**src/rtl/sysexc_pkg.sv**
```systemverilog
package sysexc_pkg;

    // Vector numbers of the tracked system exceptions
    localparam int V_NMI    = 2;
    localparam int V_MEM    = 4;
    localparam int V_BUS    = 5;
    localparam int V_USAGE  = 6;
    localparam int V_SVC    = 11;
    localparam int V_DEBUG  = 12;
    localparam int V_PENDSV = 14;
    localparam int V_TICK   = 15;

    // Tracked slots; slot order is the order of exc_raise bits
    localparam int NSLOT = 8;
    localparam int SLOT_VEC [NSLOT] = '{V_NMI, V_MEM, V_BUS, V_USAGE,
                                        V_SVC, V_DEBUG, V_PENDSV, V_TICK};

    // Handler priority coverage: vectors 4..15
    localparam int PRI_FIRST = 4;
    localparam int PRI_COUNT = 12;
    localparam int PRI_WORDS = 3;

    // Register offsets
    localparam logic [11:0] OFS_CTRL  = 12'hD04;
    localparam logic [11:0] OFS_VBASE = 12'hD08;
    localparam logic [11:0] OFS_RSTC  = 12'hD0C;
    localparam logic [11:0] OFS_PRI0  = 12'hD18;
    localparam logic [11:0] OFS_PRI1  = 12'hD1C;
    localparam logic [11:0] OFS_PRI2  = 12'hD20;
    localparam logic [11:0] OFS_HSTAT = 12'hD24;

    localparam logic [15:0] WR_KEY = 16'h05FA;
    localparam logic [15:0] RD_KEY = 16'hFA05;

    typedef enum logic [1:0] {
        NS_IDLE   = 2'd0,
        NS_BASE   = 2'd1,
        NS_NESTED = 2'd2
    } nest_state_e;

    // Decoded software requests from the control/state word
    typedef struct packed {
        logic nmi_set;
        logic psv_set;
        logic psv_clr;
        logic tick_set;
        logic tick_clr;
    } ctrl_wr_t;

endpackage

```
**src/rtl/sysexc_nest.sv**
```systemverilog
module sysexc_nest
    import sysexc_pkg::*;
#(
    parameter int VEC_W      = 9,
    parameter int NEST_DEPTH = 4,
    localparam int DW        = $clog2(NEST_DEPTH + 1),
    localparam int IW        = (NEST_DEPTH > 1) ? $clog2(NEST_DEPTH) : 1
) (
    input  logic             clk,
    input  logic             rst_n,
    input  logic             push,
    input  logic [VEC_W-1:0] push_vec,
    input  logic             pop,
    output logic [VEC_W-1:0] top_vec,
    output logic [DW-1:0]    depth,
    output logic             ret_base
);

    nest_state_e state_q, state_n;
    logic [DW-1:0] depth_q;
    logic          push_ok, pop_ok, grow, shrink;
    logic [IW-1:0] wr_idx, top_idx;
    logic [VEC_W-1:0] stk [NEST_DEPTH];

    assign push_ok = push && (depth_q < DW'(NEST_DEPTH));
    assign pop_ok  = pop && (depth_q != '0);
    assign grow    = push_ok && !pop_ok;
    assign shrink  = pop_ok && !push_ok;
    assign top_idx = IW'(depth_q - DW'(1));
    assign wr_idx  = pop_ok ? top_idx : IW'(depth_q);

    // Stack storage, one register per level
    generate
        for (genvar i = 0; i < NEST_DEPTH; i++) begin : g_lvl
            always_ff @(posedge clk or negedge rst_n) begin
                if (!rst_n)
                    stk[i] <= '0;
                else if (push_ok && (wr_idx == IW'(i)))
                    stk[i] <= push_vec;
            end
        end
    endgenerate

    always_ff @(posedge clk or negedge rst_n) begin
        if (!rst_n)
            depth_q <= '0;
        else if (grow)
            depth_q <= depth_q + DW'(1);
        else if (shrink)
            depth_q <= depth_q - DW'(1);
    end

    // Nesting state register
    always_ff @(posedge clk or negedge rst_n) begin
        if (!rst_n)
            state_q <= NS_IDLE;
        else
            state_q <= state_n;
    end

    // Transitions: ENTER, PREEMPT, DEEPEN, UNWIND, EXIT
    always_comb begin
        state_n = state_q;
        unique case (state_q)
            NS_IDLE: begin
                if (grow) state_n = NS_BASE;                 // ENTER
            end
            NS_BASE: begin
                if (grow)        state_n = NS_NESTED;        // PREEMPT
                else if (shrink) state_n = NS_IDLE;          // EXIT
            end
            NS_NESTED: begin
                if (shrink && (depth_q == DW'(2)))
                    state_n = NS_BASE;                       // UNWIND
            end                                              // DEEPEN: stay
            default: state_n = NS_IDLE;
        endcase
    end

    // Outputs
    always_comb begin
        ret_base = (state_q != NS_NESTED);
        depth    = depth_q;
        top_vec  = (depth_q == '0) ? '0 : stk[top_idx];
    end

endmodule

```
**src/rtl/sysexc_state.sv**
```systemverilog
module sysexc_state
    import sysexc_pkg::*;
#(
    parameter int VEC_W = 9
) (
    input  logic             clk,
    input  logic             rst_n,
    input  ctrl_wr_t         sw,
    input  logic             en_we,
    input  logic [2:0]       en_wdata,
    input  logic [NSLOT-1:0] raise,
    input  logic             ack_valid,
    input  logic [VEC_W-1:0] ack_vec,
    input  logic             cmp_valid,
    input  logic [VEC_W-1:0] cmp_vec,
    output logic [NSLOT-1:0] pend,
    output logic [NSLOT-1:0] act,
    output logic [2:0]       en
);

    generate
        for (genvar s = 0; s < NSLOT; s++) begin : g_slot
            localparam int V = SLOT_VEC[s];
            logic p_q, a_q, set_p, clr_p, hit_ack, hit_cmp;

            assign hit_ack = ack_valid && (ack_vec == VEC_W'(V));
            assign hit_cmp = cmp_valid && (cmp_vec == VEC_W'(V));
            assign set_p   = raise[s]
                           | ((V == V_NMI)    && sw.nmi_set)
                           | ((V == V_PENDSV) && sw.psv_set)
                           | ((V == V_TICK)   && sw.tick_set);
            assign clr_p   = hit_ack
                           | ((V == V_PENDSV) && sw.psv_clr)
                           | ((V == V_TICK)   && sw.tick_clr);

            // Set wins over clear
            always_ff @(posedge clk or negedge rst_n) begin
                if (!rst_n) begin
                    p_q <= 1'b0;
                    a_q <= 1'b0;
                end else begin
                    if (set_p)      p_q <= 1'b1;
                    else if (clr_p) p_q <= 1'b0;
                    if (hit_ack)      a_q <= 1'b1;
                    else if (hit_cmp) a_q <= 1'b0;
                end
            end

            assign pend[s] = p_q;
            assign act[s]  = a_q;
        end
    endgenerate

    always_ff @(posedge clk or negedge rst_n) begin
        if (!rst_n)
            en <= '0;
        else if (en_we)
            en <= en_wdata;
    end

endmodule

```
**src/rtl/sysexc_regs.sv**
```systemverilog
module sysexc_regs
    import sysexc_pkg::*;
#(
    parameter int VEC_W = 9,
    parameter int PRI_W = 8,
    localparam int PRI_BUS_W = PRI_COUNT * PRI_W
) (
    input  logic                 clk,
    input  logic                 rst_n,
    input  logic                 reg_rd,
    input  logic                 reg_wr,
    input  logic [11:0]          reg_addr,
    input  logic [31:0]          reg_wdata,
    output logic [31:0]          reg_rdata,
    output logic                 reg_err,
    input  logic [NSLOT-1:0]     pend,
    input  logic [NSLOT-1:0]     act,
    input  logic [2:0]           en,
    input  logic [VEC_W-1:0]     top_vec,
    input  logic                 ret_base,
    input  logic [VEC_W-1:0]     ext_pend_vec,
    input  logic                 ext_pend_any,
    output ctrl_wr_t             sw,
    output logic                 en_we,
    output logic [2:0]           en_wdata,
    output logic [PRI_BUS_W-1:0] hnd_pri,
    output logic                 sys_reset_req
);

    localparam logic [11:0] PRI_OFS [PRI_WORDS] = '{OFS_PRI0, OFS_PRI1, OFS_PRI2};

    logic [31:7] vbase_q;
    logic        hit, err_q, rst_q, key_ok;
    logic [31:0] ctrl_word, stat_word;
    logic [31:0] pri_word [PRI_WORDS];

    // Write decode
    always_comb begin
        sw          = '0;
        sw.nmi_set  = reg_wr && (reg_addr == OFS_CTRL) && reg_wdata[31];
        sw.psv_set  = reg_wr && (reg_addr == OFS_CTRL) && reg_wdata[28];
        sw.psv_clr  = reg_wr && (reg_addr == OFS_CTRL) && reg_wdata[27] && !reg_wdata[28];
        sw.tick_set = reg_wr && (reg_addr == OFS_CTRL) && reg_wdata[26];
        sw.tick_clr = reg_wr && (reg_addr == OFS_CTRL) && reg_wdata[25] && !reg_wdata[26];
        en_we       = reg_wr && (reg_addr == OFS_HSTAT);
        en_wdata    = reg_wdata[18:16];
        key_ok      = reg_wr && (reg_addr == OFS_RSTC) && (reg_wdata[31:16] == WR_KEY);
    end

    // Priority bytes: word r, byte b covers vector 4 + 4r + b
    generate
        for (genvar r = 0; r < PRI_WORDS; r++) begin : g_word
            for (genvar b = 0; b < 4; b++) begin : g_byte
                localparam int K = r * 4 + b;
                logic [PRI_W-1:0] pri_q;
                always_ff @(posedge clk or negedge rst_n) begin
                    if (!rst_n)
                        pri_q <= '0;
                    else if (reg_wr && (reg_addr == PRI_OFS[r]))
                        pri_q <= reg_wdata[b*8 +: PRI_W];
                end
                assign hnd_pri[K*PRI_W +: PRI_W] = pri_q;
                assign pri_word[r][b*8 +: 8]     = 8'(pri_q);
            end
        end
    endgenerate

    always_ff @(posedge clk or negedge rst_n) begin
        if (!rst_n) begin
            vbase_q <= '0;
            err_q   <= 1'b0;
            rst_q   <= 1'b0;
        end else begin
            if (reg_wr && (reg_addr == OFS_VBASE))
                vbase_q <= reg_wdata[31:7];
            err_q <= (reg_rd || reg_wr) && !hit;
            rst_q <= key_ok && (reg_wdata[0] || reg_wdata[2]);
        end
    end

    // Read views
    always_comb begin
        ctrl_word                  = '0;
        ctrl_word[VEC_W-1:0]       = top_vec;
        ctrl_word[11]              = ret_base;
        ctrl_word[12 +: VEC_W]     = ext_pend_vec;
        ctrl_word[22]              = ext_pend_any;
        ctrl_word[26]              = pend[7];
        ctrl_word[28]              = pend[6];
        ctrl_word[31]              = pend[0];

        stat_word                  = '0;
        stat_word[0]               = act[1];
        stat_word[1]               = act[2];
        stat_word[3]               = act[3];
        stat_word[7]               = act[4];
        stat_word[8]               = act[5];
        stat_word[10]              = act[6];
        stat_word[11]              = act[7];
        stat_word[12]              = pend[3];
        stat_word[13]              = pend[1];
        stat_word[14]              = pend[2];
        stat_word[15]              = pend[4];
        stat_word[18:16]           = en;
    end

    always_comb begin
        reg_rdata = '0;
        hit       = 1'b1;
        case (reg_addr)
            OFS_CTRL:  reg_rdata = ctrl_word;
            OFS_VBASE: reg_rdata = {vbase_q, 7'd0};
            OFS_RSTC:  reg_rdata = {RD_KEY, 16'd0};
            OFS_PRI0:  reg_rdata = pri_word[0];
            OFS_PRI1:  reg_rdata = pri_word[1];
            OFS_PRI2:  reg_rdata = pri_word[2];
            OFS_HSTAT: reg_rdata = stat_word;
            default:   hit       = 1'b0;
        endcase
    end

    assign reg_err       = err_q;
    assign sys_reset_req = rst_q;

endmodule

```
**src/rtl/sysexc_regfile.sv**
```systemverilog
module sysexc_regfile
    import sysexc_pkg::*;
#(
    parameter int VEC_W      = 9,
    parameter int NEST_DEPTH = 4,
    parameter int PRI_W      = 8,
    localparam int DW        = $clog2(NEST_DEPTH + 1),
    localparam int PRI_BUS_W = PRI_COUNT * PRI_W
) (
    input  logic                 clk,
    input  logic                 rst_n,
    input  logic                 reg_rd,
    input  logic                 reg_wr,
    input  logic [11:0]          reg_addr,
    input  logic [31:0]          reg_wdata,
    output logic [31:0]          reg_rdata,
    output logic                 reg_err,
    input  logic [NSLOT-1:0]     exc_raise,
    input  logic                 ack_valid,
    input  logic [VEC_W-1:0]     ack_vec,
    input  logic                 cmp_valid,
    input  logic [VEC_W-1:0]     cmp_vec,
    input  logic [VEC_W-1:0]     ext_pend_vec,
    input  logic                 ext_pend_any,
    output logic [PRI_BUS_W-1:0] hnd_pri,
    output logic                 sys_reset_req
);

    ctrl_wr_t         sw;
    logic             en_we;
    logic [2:0]       en_wdata, en_bits;
    logic [NSLOT-1:0] pend_bits, act_bits;
    logic [VEC_W-1:0] act_vec;
    logic [DW-1:0]    nest_depth;
    logic             ret_base;

    sysexc_nest #(.VEC_W(VEC_W), .NEST_DEPTH(NEST_DEPTH)) u_nest (
        .clk      (clk),
        .rst_n    (rst_n),
        .push     (ack_valid),
        .push_vec (ack_vec),
        .pop      (cmp_valid),
        .top_vec  (act_vec),
        .depth    (nest_depth),
        .ret_base (ret_base)
    );

    sysexc_state #(.VEC_W(VEC_W)) u_state (
        .clk       (clk),
        .rst_n     (rst_n),
        .sw        (sw),
        .en_we     (en_we),
        .en_wdata  (en_wdata),
        .raise     (exc_raise),
        .ack_valid (ack_valid),
        .ack_vec   (ack_vec),
        .cmp_valid (cmp_valid),
        .cmp_vec   (cmp_vec),
        .pend      (pend_bits),
        .act       (act_bits),
        .en        (en_bits)
    );

    sysexc_regs #(.VEC_W(VEC_W), .PRI_W(PRI_W)) u_regs (
        .clk           (clk),
        .rst_n         (rst_n),
        .reg_rd        (reg_rd),
        .reg_wr        (reg_wr),
        .reg_addr      (reg_addr),
        .reg_wdata     (reg_wdata),
        .reg_rdata     (reg_rdata),
        .reg_err       (reg_err),
        .pend          (pend_bits),
        .act           (act_bits),
        .en            (en_bits),
        .top_vec       (act_vec),
        .ret_base      (ret_base),
        .ext_pend_vec  (ext_pend_vec),
        .ext_pend_any  (ext_pend_any),
        .sw            (sw),
        .en_we         (en_we),
        .en_wdata      (en_wdata),
        .hnd_pri       (hnd_pri),
        .sys_reset_req (sys_reset_req)
    );

endmodule

```
**config.mk**
```make
export PLATFORM = sky130hd
export DESIGN_NAME = sysexc_regfile
export DESIGN_NICKNAME = d
export VERILOG_FILES = /design/src/rtl/sysexc_pkg.sv /design/src/rtl/sysexc_nest.sv /design/src/rtl/sysexc_state.sv /design/src/rtl/sysexc_regs.sv /design/src/rtl/sysexc_regfile.sv
export SDC_FILE = /design/constraint.sdc
export NUM_CORES = 1
export LEC_CHECK = 0
export ABC_AREA = 0
export BUFFER_PORTS_ARGS = -buffer_cell sky130_fd_sc_hd__buf_2
export CORE_AREA = 4 4 127 129
export CTS_CLUSTER_SIZE = 20
export DETAILED_ROUTE_END_ITERATION = 8
export DIE_AREA = 0 0 131 133
export GPL_TIMING_DRIVEN = 0
export HOLD_SLACK_MARGIN = 0.1
export PLACE_DENSITY = 0.85
export SKIP_CTS_REPAIR_TIMING = 1
export SLEW_MARGIN = 20
export SYNTH_ARGS = -nofsm -noshare
export SYNTH_HDL_FRONTEND = slang
export SYNTH_SLANG_ARGS = --single-unit
```
**constraint.sdc**
```tcl
create_clock -name clk -period 4.25 [get_ports clk]
set_input_delay 0.6375 -clock clk [delete_from_list [all_inputs] [get_ports clk]]
set_output_delay 0.6375 -clock clk [all_outputs]
set_load 0.03 [all_outputs]
```
==> run summary <==
### Logic synthesis
• **top cells by area in the synthesized netlist** dfrtp_1, mux2_2, a22oi_1
• **total nets after synthesis** 768
• **area fraction in and, or, nand and nor cells after synthesis** 7.566%
• **synthesized instance count** 676
• **cell taking the most area after synthesis** dfrtp_1
• **number of library cell types mapped by synthesis** 54
• **post-synth top area share** 52.47%
• **arithmetic-cell share of the synthesized area counting full adders, half adders and majority gates** 0.8697%
• **main combinational cell family by area after synthesis** multiplexers
• **compound-gate portion of the synthesized area** 9.639%
• **post-synthesis share of cell area spent on xor and xnor gates** 0.5073%
• **fraction of the yosys area taken by sequential cells** 52.47%
• **Yosys reg bits** 181
• **fraction of synthesized area in multiplexers** 25.87%
• **post-synthesis cell area** 8632 um^2
• **Post-synth top flop** dfrtp_1
• **Ys Warns** 0
• **post-synthesis average cell area** 12.77 um^2
• **number of enable flip-flop cells after synthesis** 0
• **async set-or-reset flop fraction in the synthesized netlist** 100.0%

### GRT
• **number of antenna violations at the first check in global routing** 1
• **Overflow after GRT** 0
• **number of global-route vias before repair** 6,962
• **maximum number of pins on one net before global-route repair** 97
• **gr usage total** 30.29%
• **first-pass GRT wire length** 39,510 um

### STA
• **final-report max-slew violation count** 0
• **final number of hold-violating endpoints** 0
• **Final setup viols** 0
• **Post-Route Setup TNS** 0 ns
• **clock period minus final worst setup slack** 3.866 ns
• **setup slack after layout** 0.3837 ns
• **largest clock skew in the final design** 0.005829 ns
• **Max-Slew Margin vs Limit** 31.65%
• **RSZ-0062 raised after global routing** no
• **share of the clock period used by the worst path** 90.97%
• **Tightest Pin Transition** 1.016 ns
• **Highest Clock Rate** 258.6 MHz

### Routing
• **Via Count** 7,080
• **post-route antenna net violation count** 0
• **total DRC errors in the routed layout** 0
• **post-detailed-route via-to-cell ratio** 6.390
• **wire per inst** 23.94 um
• **1st-pass router iterations** 6
• **Total Wirelength** 26,530 um
• **violation count after the first detailed-route iteration** 833

### Finish
• **antenna diode count** 0
• **Area growth, synth to finish** 22.28%
• **layout cells sized above 1** 49.35%
• **layout net count** 1,000
• **Final Non-Filler Cells** 1,108
• **Filler Cell Count** 1,069
• **fin util** 70.21%

### Critical path
• **crit path launch** reg_addr[2]
• **critical path arrival** 3.23 ns
• **highest fanout seen on the critical path** 10
• **endpoint required time on the critical path** 3.61 ns
• **Critical Path End Type** output port
• **worst r2r src** u_nest.depth[0]$_DFFE_PN0P_
• **Setup crit start kind** input pin
• **critical setup path kind** input pin to output port

### Placed design
• **IO buf count** 212
• **number of placed instances with taps included** 1,077
• **Final Wtd Congestion** 0.9289
• **Detail Placement HPWL** 18,870 um
• **pre-CTS WS** 0.4898 ns

### Die
• **Core Region** 15,030 um^2
• **standard-cell row count** 45
• **width of the chip** 131 um
• **initial standard-cell utilization of the core** 57.42%
• **die height** 133 um
• **number of I/O pins** 216
• **Die ar.** 17,420 um^2

### Outcome
• **run status** finished, final reports clean

### Power
• **static power due to leakage** 5.429 nW
• **Peak supply drop** 315.9 uV
• **cell area power density** 435.2 nW/um^2
• **total power after layout** 0.004594 W

### CTS
• **total number of clock tree sinks** 181
• **TritonCTS buffer count** 17
• **number of levels the H-tree was split into** 4
• **clock latency reported for the late side of the worst-skew pair** 0.44 ns
• **Clock Tree Buf Depth** 2
• **clock-pin slew on the worst setup and hold paths** 0.06 ns
• **clock tree from TritonCTS** yes
• **cell chosen for the clock root** clkbuf_16

### Run
• **maxcap violations** 0

### Min path
• **type of the worst min-delay path** input pin to asynchronous set/reset pin

[layout by cell type (no fill, tap or decap), drive strengths merged, types with 3 or more instances in the layout]
master,instances
buf,234
dfrtp,181
mux2,177
clkbuf,39
nand2,37
a21oi,28
a22oi,28
nor2,24
inv,17
o21ai,14
mux4,9
and3,9
a222oi,9
a22o,9
nor3,8
o22ai,7
nand2b,7
a31oi,6
nand3,6
ha,6
nor2b,4
nand3b,4
a21o,4
and2,4
clkinv,4
mux2i,3
a41o,3
nand4,3
xnor2,3
bufinv,3
nor4,3
or4b,3
[synthesized netlist by cell type (all sizes together), types with 2 or more instances]
| cell type | instances |
|---|---|
| a41o | 3 |
| mux4 | 9 |
| or4b | 3 |
| nor4 | 3 |
| a22o | 9 |
| a21oi | 28 |
| a21o | 4 |
| ha | 6 |
| a221oi | 2 |
| buf | 21 |
| nand4b | 2 |
| nor4b | 2 |
| nor2b | 4 |
| and2 | 4 |
| inv | 17 |
| nand2b | 7 |
| nand4 | 3 |
| a22oi | 28 |
| nand2 | 37 |
| o31ai | 2 |
| o21a | 2 |
| clkbuf | 17 |
| a222oi | 9 |
| a32oi | 2 |
| xor2 | 2 |
| dfrtp | 181 |
| xnor2 | 3 |
| mux2i | 3 |
| nor2 | 24 |
| mux2 | 177 |
| o21ai | 14 |
| and4 | 2 |
| a31oi | 6 |
| and3 | 9 |
| nand3 | 6 |
| o22ai | 7 |
| nand3b | 4 |
| nor3 | 8 |
[registers in the layout, summed over array words and instances, names as in the netlist]
register	cells
u_nest.stk	36
u_state.g_slot.p_q	7
u_regs.vbase_q	25
u_nest.state_q	2
u_regs.reg_err	1
u_regs.g_word.g_byte.pri_q	96
u_state.g_slot.a_q	7
u_state.en	3
u_nest.depth	3
u_regs.sys_reset_req	1
[per-layer routing]
metal	vias up	part of all wire [%]	GRT usage, %
met5	-	0.026	0
met4	2	3.7	13.66
met3	77	9.7	7.025
met2	443	49	48.65
met1	3581	37	38.88
li1	2977	-	-
[critical path, cell delays in order]
cell and delay (ns):
buf_2 0.12, buf_2 0.30, inv_1 0.22, nor2_1 0.55
and2_1 0.34, buf_2 0.34, a222oi_1 0.15, a21oi_1 0.30
buf_2 0.26
[kinds of logic (layout without fill, tap and decap cells)]
group                    Yosys count  count (layout)
flip-flops                       181             181
AO/OA/AOI/OAI                    120             120
multiplexers                     189             189
AND/OR/NAND/NOR                  120             120
XOR/XNOR                           5               5
buffers and inverters             55             299
adder cells (fa/ha/maj)            6               6
[power breakdown]
part	switching, W	total, W	internal, W
clock network	0.000652	0.00159	0.000935
registers	0.000125	0.00206	0.00193
logic	0.000469	0.000950	0.000481
total	0.00125	0.00459	0.00335
[path summary, 6_finish.rpt]
path                                                              endpoint  slack (ns)  cells after the start
max reg2reg                                      u_nest.stk[9]$_DFFE_PN0P_        1.67                      7
max                                                          reg_rdata[15]        0.38                      9
max in group asynchronous  u_regs.g_word[0].g_byte[0].pri_q[4]$_DFFE_PN0P_        3.12                      2
min in group clk                         u_state.g_slot[3].p_q$_DFFE_PN0P_        0.39                      2
min reg2reg                              u_state.g_slot[3].p_q$_DFFE_PN0P_        0.48                      1
min                        u_regs.g_word[1].g_byte[2].pri_q[5]$_DFFE_PN0P_        0.22                      1
[per-stage QoR]
step           area, um^2  hold slack (ns)
6_report            10560           0.2213
5_1_grt             10560           0.2973
4_1_cts             10560           0.2638
3_5_place_dp         9972           0.4626
3_3_place_gp         9928           0.4564
2_1_floorplan        8632           0.3419
[final cells by class]
cell class / count / area [um^2] / area share (%)
tap: 188 / 235.2 / 2.229
clock inverter: 9 / 128.9 / 1.221
sequential: 181 / 4529 / 42.91
multi-input combinational: 440 / 3844 / 36.42
inverter: 17 / 63.81 / 0.6046
timing repair buffer: 213 / 1099 / 10.41
buffer: 38 / 201.4 / 1.908
clock buffer: 22 / 454.2 / 4.303
(Power assumes the default switching activity.)
